`src/rtl/fsdiv_pkg.sv`:
```
package fsdiv_pkg;
  typedef struct packed {
    logic sampEn;
    logic reloadFrame;
    logic reloadComp;
  } fsStrobe_t;
endpackage

```
`src/rtl/fsdiv_ctrl.sv`:
```
module fsdiv_ctrl
  import fsdiv_pkg::*;
(
  input  logic      clk,
  input  logic      rstN,
  input  logic      syncIn,
  input  logic      prec19Sel,
  input  logic      indepMode,
  input  logic      ocnSyncEn,
  output fsStrobe_t strb
);
  logic phase;
  logic syncLast;
  logic sampEn;
  logic syncRise;

  // alternate-edge enable models the half-rate sampling precision
  assign sampEn   = prec19Sel ? phase : 1'b1;
  assign syncRise = sampEn & syncIn & ~syncLast;

  always_comb begin
    strb.sampEn      = sampEn;
    strb.reloadFrame = syncRise;
    strb.reloadComp  = syncRise & ~indepMode & ocnSyncEn;
  end

  always_ff @(posedge clk or negedge rstN) begin
    if (!rstN) begin
      phase    <= 1'b0;
      syncLast <= 1'b0;
    end else begin
      phase <= ~phase;
      if (sampEn) syncLast <= syncIn;
    end
  end

  AST_NO_RETRIGGER: assert property (@(posedge clk) disable iff (!rstN)
    strb.reloadFrame |=> !strb.reloadFrame);

  AST_SAMP_ALTERNATES: assert property (@(posedge clk) disable iff (!rstN)
    (prec19Sel && strb.sampEn) |=> !(prec19Sel && strb.sampEn));
endmodule

```
`src/rtl/fsdiv_dp.sv`:
```
module fsdiv_dp
  import fsdiv_pkg::*;
#(
  parameter int FRAME_LEN = 4860,
  parameter int MF_RATIO  = 4,
  parameter int COMP_DIV  = 6
) (
  input  logic      clk,
  input  logic      rstN,
  input  fsStrobe_t strb,
  output logic      frameSync,
  output logic      mfSync,
  output logic      compClk
);
  localparam int FW = (FRAME_LEN > 1) ? $clog2(FRAME_LEN) : 1;
  localparam int MW = (MF_RATIO > 1) ? $clog2(MF_RATIO) : 1;
  localparam int CW = (COMP_DIV > 1) ? $clog2(COMP_DIV) : 1;
  localparam logic [FW-1:0] FRAME_LAST = FW'(FRAME_LEN - 1);
  localparam logic [MW-1:0] MF_LAST    = MW'(MF_RATIO - 1);
  localparam logic [CW-1:0] COMP_LAST  = CW'(COMP_DIV - 1);
  localparam logic [CW-1:0] COMP_HALF  = CW'(COMP_DIV / 2);

  logic [FW-1:0] frameCnt;
  logic [MW-1:0] mfCnt;
  logic [CW-1:0] compCnt;
  logic          frameWrap;

  assign frameWrap = (frameCnt == FRAME_LAST);

  // frame and multiframe counters
  always_ff @(posedge clk or negedge rstN) begin
    if (!rstN) begin
      frameCnt <= FRAME_LAST;
      mfCnt    <= MF_LAST;
    end else if (strb.reloadFrame) begin
      frameCnt <= '0;
      mfCnt    <= '0;
    end else if (frameWrap) begin
      frameCnt <= '0;
      mfCnt    <= (mfCnt == MF_LAST) ? '0 : mfCnt + 1'b1;
    end else begin
      frameCnt <= frameCnt + 1'b1;
    end
  end

  // companion divider
  always_ff @(posedge clk or negedge rstN) begin
    if (!rstN)                              compCnt <= COMP_LAST;
    else if (strb.reloadComp || compCnt == COMP_LAST) compCnt <= '0;
    else                                    compCnt <= compCnt + 1'b1;
  end

  assign frameSync = (frameCnt == '0);
  assign mfSync    = frameSync && (mfCnt == '0);

  generate
    if (COMP_DIV > 1) begin : g_div
      assign compClk = (compCnt < COMP_HALF);
    end else begin : g_pass
      assign compClk = rstN;
    end
  endgenerate

  AST_RELOAD_ALIGNS: assert property (@(posedge clk) disable iff (!rstN)
    strb.reloadFrame |=> (frameSync && mfSync));

  AST_PULSE_SINGLE: assert property (@(posedge clk) disable iff (!rstN)
    (frameSync && !strb.reloadFrame) |=> !frameSync);

  AST_COMP_RESTART: assert property (@(posedge clk) disable iff (!rstN)
    strb.reloadComp |=> compClk);
endmodule

```
`src/rtl/fsdiv_top.sv`:
```
module fsdiv_top #(
  parameter int FRAME_LEN = 4860,
  parameter int MF_RATIO  = 4,
  parameter int COMP_DIV  = 6
) (
  input  logic clk,
  input  logic rstN,
  input  logic syncIn,
  input  logic prec19Sel,
  input  logic indepMode,
  input  logic ocnSyncEn,
  output logic frameSync,
  output logic mfSync,
  output logic compClk
);
  fsdiv_pkg::fsStrobe_t strb;

  fsdiv_ctrl u_ctrl (
    .clk       (clk),
    .rstN      (rstN),
    .syncIn    (syncIn),
    .prec19Sel (prec19Sel),
    .indepMode (indepMode),
    .ocnSyncEn (ocnSyncEn),
    .strb      (strb)
  );

  fsdiv_dp #(
    .FRAME_LEN (FRAME_LEN),
    .MF_RATIO  (MF_RATIO),
    .COMP_DIV  (COMP_DIV)
  ) u_dp (
    .clk       (clk),
    .rstN      (rstN),
    .strb      (strb),
    .frameSync (frameSync),
    .mfSync    (mfSync),
    .compClk   (compClk)
  );
endmodule

```
`config.mk`:
```
export PLATFORM = sky130hd
export DESIGN_NAME = fsdiv_top
export DESIGN_NICKNAME = d
export VERILOG_FILES = /design/src/rtl/fsdiv_pkg.sv /design/src/rtl/fsdiv_ctrl.sv /design/src/rtl/fsdiv_dp.sv /design/src/rtl/fsdiv_top.sv
export SDC_FILE = /design/constraint.sdc
export NUM_CORES = 1
export LEC_CHECK = 0
export CAP_MARGIN = 30
export CORE_ASPECT_RATIO = 1.2
export CORE_MARGIN = 2
export CORE_UTILIZATION = 45
export DETAILED_ROUTE_END_ITERATION = 8
export GPL_ROUTABILITY_DRIVEN = 0
export PLACE_DENSITY = 0.68
export SETUP_SLACK_MARGIN = 0.15
export SLEW_MARGIN = 20
export SYNTH_ARGS = -nofsm -noshare
export SYNTH_HDL_FRONTEND = slang
export SYNTH_SLANG_ARGS = --single-unit
```
`constraint.sdc`:
```
create_clock -name clk -period 1.7 [get_ports clk]
set_input_delay 0.34 -clock clk [delete_from_list [all_inputs] [get_ports clk]]
set_output_delay 0.34 -clock clk [all_outputs]
set_load 0.01 [all_outputs]
```
==> tab_implementation.tex <==
\begin{tabular}{lr}
\hline
Metric & Value \\
\hline
\multicolumn{2}{l}{\textbf{STA}} \\
Final min period & around 1.9 ns \\
Maximum clock skew at final layout & 0.00276 ns \\
Final Max Slew Viols & 0 \\
Unrepaired setup endpoints after global routing & true \\
Final critical-path setup slack & -0.240 ns \\
Slew @ Worst Pin & about 0.32 ns \\
Share of the clock period used by the worst path after layout & 1.14 \\
Max-Slew Margin vs Limit & 0.784 \\
Count of endpoints failing hold in the final timing report & 0 \\
Final setup fails & 3 \\
Hold\_ws & between 0.3 and 0.4 ns \\
Fmax achieved & 516 MHz \\
\multicolumn{2}{l}{\textbf{Floorplanning}} \\
Width of the die & 49.5 µm \\
Vert. Die Dim & a little under 60 µm \\
Initial core utilization & 0.480 \\
DIE AREA & 2900 µm² \\
Core Footprint & around 2300 µm² \\
Number of ports placed on the die boundary & 9 \\
Number of core rows & 19 \\
\multicolumn{2}{l}{\textbf{Synth}} \\
Top cells by area in the synthesized netlist & dfstp\_2, dfrtp\_1, ha\_1 \\
Area share of the largest cell type after synthesis & 0.305 \\
Synth Area per Inst & about 11 µm² \\
Number of distinct library cells after synthesis & 35 \\
Dominant cell type by area after synthesis & dfstp\_2 \\
Most instantiated library cell after synthesis & dfstp\_2 \\
Share of synthesized area occupied by flip-flops and latches & 0.462 \\
Prevailing post-synth register cell & dfstp\_2 \\
Cells after synthesis & approximately 110 \\
Number of warning messages in the yosys log & 0 \\
Synthesized netlist net count & 117 \\
Share of synthesized registers carrying an async set or reset & 1.00 \\
Mapped cell area & about 1100 µm² \\
Top cells by count, synth & dfstp\_2, inv\_1, a211oi\_1, dfrtp\_1 \\
Post-synth EDFFs & 0 \\
Flip-flop and latch count after synthesis & 20 \\
\multicolumn{2}{l}{\textbf{Power}} \\
Fraction of power spent switching nets & 0.337 \\
Internal power component & 1.12 mW \\
Maximum resistive drop on vdd & just over 0.6 mV \\
Fraction of power consumed by combinational cells & 0.469 \\
LEAKAGE & $\sim$0.7 nW \\
Ratio of total power to cell area & slightly below 1000 nW/µm² \\
Clk pwr share & 0.145 \\
Register share of total power & 0.386 \\
Switching power & between 0.5 and 0.6 mW \\
\multicolumn{2}{l}{\textbf{Finish}} \\
Antenna diode count & 0 \\
Area of all placed cells without fillers & 1750 µm² \\
Fraction of final layout cells with drive strength greater than 1 & 0.605 \\
Total Nets Final & roughly 170 \\
Layout Area Growth over Synthesis & 56.6\% \\
\multicolumn{2}{l}{\textbf{Global routing}} \\
Total GRT Usage & 0.230 \\
Wire length of the first global-routing pass & approximately 5100 µm \\
Overall overflow remaining after global route & 0 \\
Initial antenna violation count & 0 \\
Maximum number of pins on one net before global-route repair & 21 \\
Vias in the first global route & $\sim$1,100 \\
\multicolumn{2}{l}{\textbf{Placed design}} \\
Placed inst area & between 1000 and 1500 µm² \\
Detail Placement HPWL & 1920 µm \\
Port Buffers & 8 \\
\multicolumn{2}{l}{\textbf{Job}} \\
Number of max-cap violations & 0 \\
\multicolumn{2}{l}{\textbf{Detailed routing}} \\
Initial drt markers & 31 \\
Antenna violation net count after detailed routing & 0 \\
Drt first pass iters & 4 \\
Routed length per placed instance & between 15 and 20 µm \\
Final wirelength & between 3000 and 4000 µm \\
Total via count after detailed routing & approximately 1,100 \\
Remaining DRCs & 0 \\
Routed via count divided by cell count & 5.86 \\
\multicolumn{2}{l}{\textbf{Clock tree}} \\
Clock latency on the worst-skew pair & approximately 0.3 ns \\
Number of CTS-inserted buffers & 3 \\
Clock tree from TritonCTS & yes \\
CTS H-Tree Depth & 1 \\
Clock edge transition at the registers on the reported setup and hold paths & about 0.12 ns \\
Clock sink count & 20 \\
Cts hold-fix bufs & 0 \\
Maximum count of clock buffers along a single path & 2 \\
Root buf cell & clkbuf\_4 \\
\multicolumn{2}{l}{\textbf{Status}} \\
Violations in the final reports & setup timing \\
Outcome & complete, but fails checks \\
\multicolumn{2}{l}{\textbf{Worst setup path}} \\
CP Class & reg -> out \\
Crit start category & flip-flop \\
Largest fanout on the critical path & 2 \\
Number of cells traversed by the worst register-to-register path & 5 \\
Endpoint type of the worst setup path & output pin \\
Critical path required time & about 1.4 ns \\
Worst Path Arrival & approximately 1.6 ns \\
\multicolumn{2}{l}{\textbf{Min path}} \\
Class of the most critical hold timing path & in -> async \\
\hline
\end{tabular}
## registers in the layout, summed over array words and instances (netlist names)
name             count
u_ctrl.phase         1
u_ctrl.syncLast      1
u_dp.compCnt         3
u_dp.frameCnt       13
u_dp.mfCnt           2
## kinds of logic (layout without fill, tap and decap cells)
group           Yosys count  in the layout  share of synthesized area
flops                    20             20                      0.462
compound gates           24             24                      0.150
buf+inv                  11             57                     0.0470
simple gates             39             40                      0.232
mux                       2              2                     0.0190
xor+xnor                  3              3                     0.0235
fa+ha+maj                 6              6                     0.0671
## final timing paths
path,start,slack [ns],to
max,u_dp.frameCnt[1]$_DFF_PN1_,-0.24,mfSync
min,rstN,0.36,u_ctrl.phase$_DFF_PN0_
max reg2reg,u_dp.frameCnt[3]$_DFF_PN1_,-0.01,u_dp.frameCnt[5]$_DFF_PN1_
min reg2reg,u_ctrl.phase$_DFF_PN0_,0.43,u_ctrl.phase$_DFF_PN0_
max in group asynchronous,rstN,1.07,u_dp.compCnt[0]$_DFF_PN1_
min in group clk,u_ctrl.phase$_DFF_PN0_,0.43,u_ctrl.phase$_DFF_PN0_
## per-layer routing
metal  wire (µm)  global-route usage  up-vias
met4          61              0.0992        0
met5           0                   0        -
met2        1660               0.425       40
li1            -                   -      502
met3         125              0.0406        6
met1        1200               0.262      524
## per-stage QoR
stage | TNS (ns) | setup slack [ns] | total power [mW] | util | cells
global placement | -0.411 | -0.265 | 1.22 | 0.631 | 167
global route | -0.760 | -0.291 | 1.79 | 0.752 | 183
CTS | -0.350 | -0.232 | 1.66 | 0.736 | 182
detailed placement | -0.515 | -0.299 | 1.24 | 0.631 | 167
finish | -0.373 | -0.240 | 1.69 | 0.752 | 183
floorplan | 0 | 0.113 | 0.991 | - | 105
## power by group through the flow
stage	sequential, mW	combinational (mW)	clock (mW)
floorplan	0.688	0.303	0
global placement	0.657	0.558	0
detailed placement	0.664	0.579	0
CTS	0.650	0.765	0.243
global route	0.661	0.860	0.268
finish	0.651	0.792	0.245
## worst max-delay path, cell delays in order, from the launching register on
cell and delay, ns:
dfstp_2 0.56, inv_2 0.04, ha_4 0.14, nor4b_4 0.12
and3_1 0.18, and2_4 0.14, buf_6 0.11
## placed cells by master (no fill, tap or decap), types with 3 or more instances in the layout
cell type | netlist | routed
buf_4 | 1 | 29
dfstp_2 | 13 | 13
buf_6 | 1 | 9
a211oi_2 | 1 | 7
inv_1 | 8 | 6
dfrtp_1 | 7 | 6
nand4_1 | 5 | 5
or4_4 | 1 | 5
clkdlybuf4s50_1 | 0 | 5
nor3_4 | 0 | 4
a21oi_1 | 4 | 4
ha_1 | 6 | 4
nand3_1 | 4 | 3
o31ai_1 | 6 | 3
o21ai_0 | 4 | 3
or3_1 | 4 | 3
o31ai_2 | 0 | 3
clkbuf_4 | 0 | 3
## area by class of cell
class	instances	area, µm²
tap	31	38.8
timing repair buffer	45	379
clock buffer	4	26.3
fill	165	578
inverter	8	30.0
sequential	20	518
multi-input combinational	75	759
## what timing repair did
item                                    4_1_cts  5_1_grt
gates resized for setup                      39        9
pin swaps                                    10        5
cloned                                        1        0
buffers inserted                             10        1
endpoints found under the setup margin       18       18
endpoints found under the hold margin         0        0
Power figures use the tool's default switching activity.
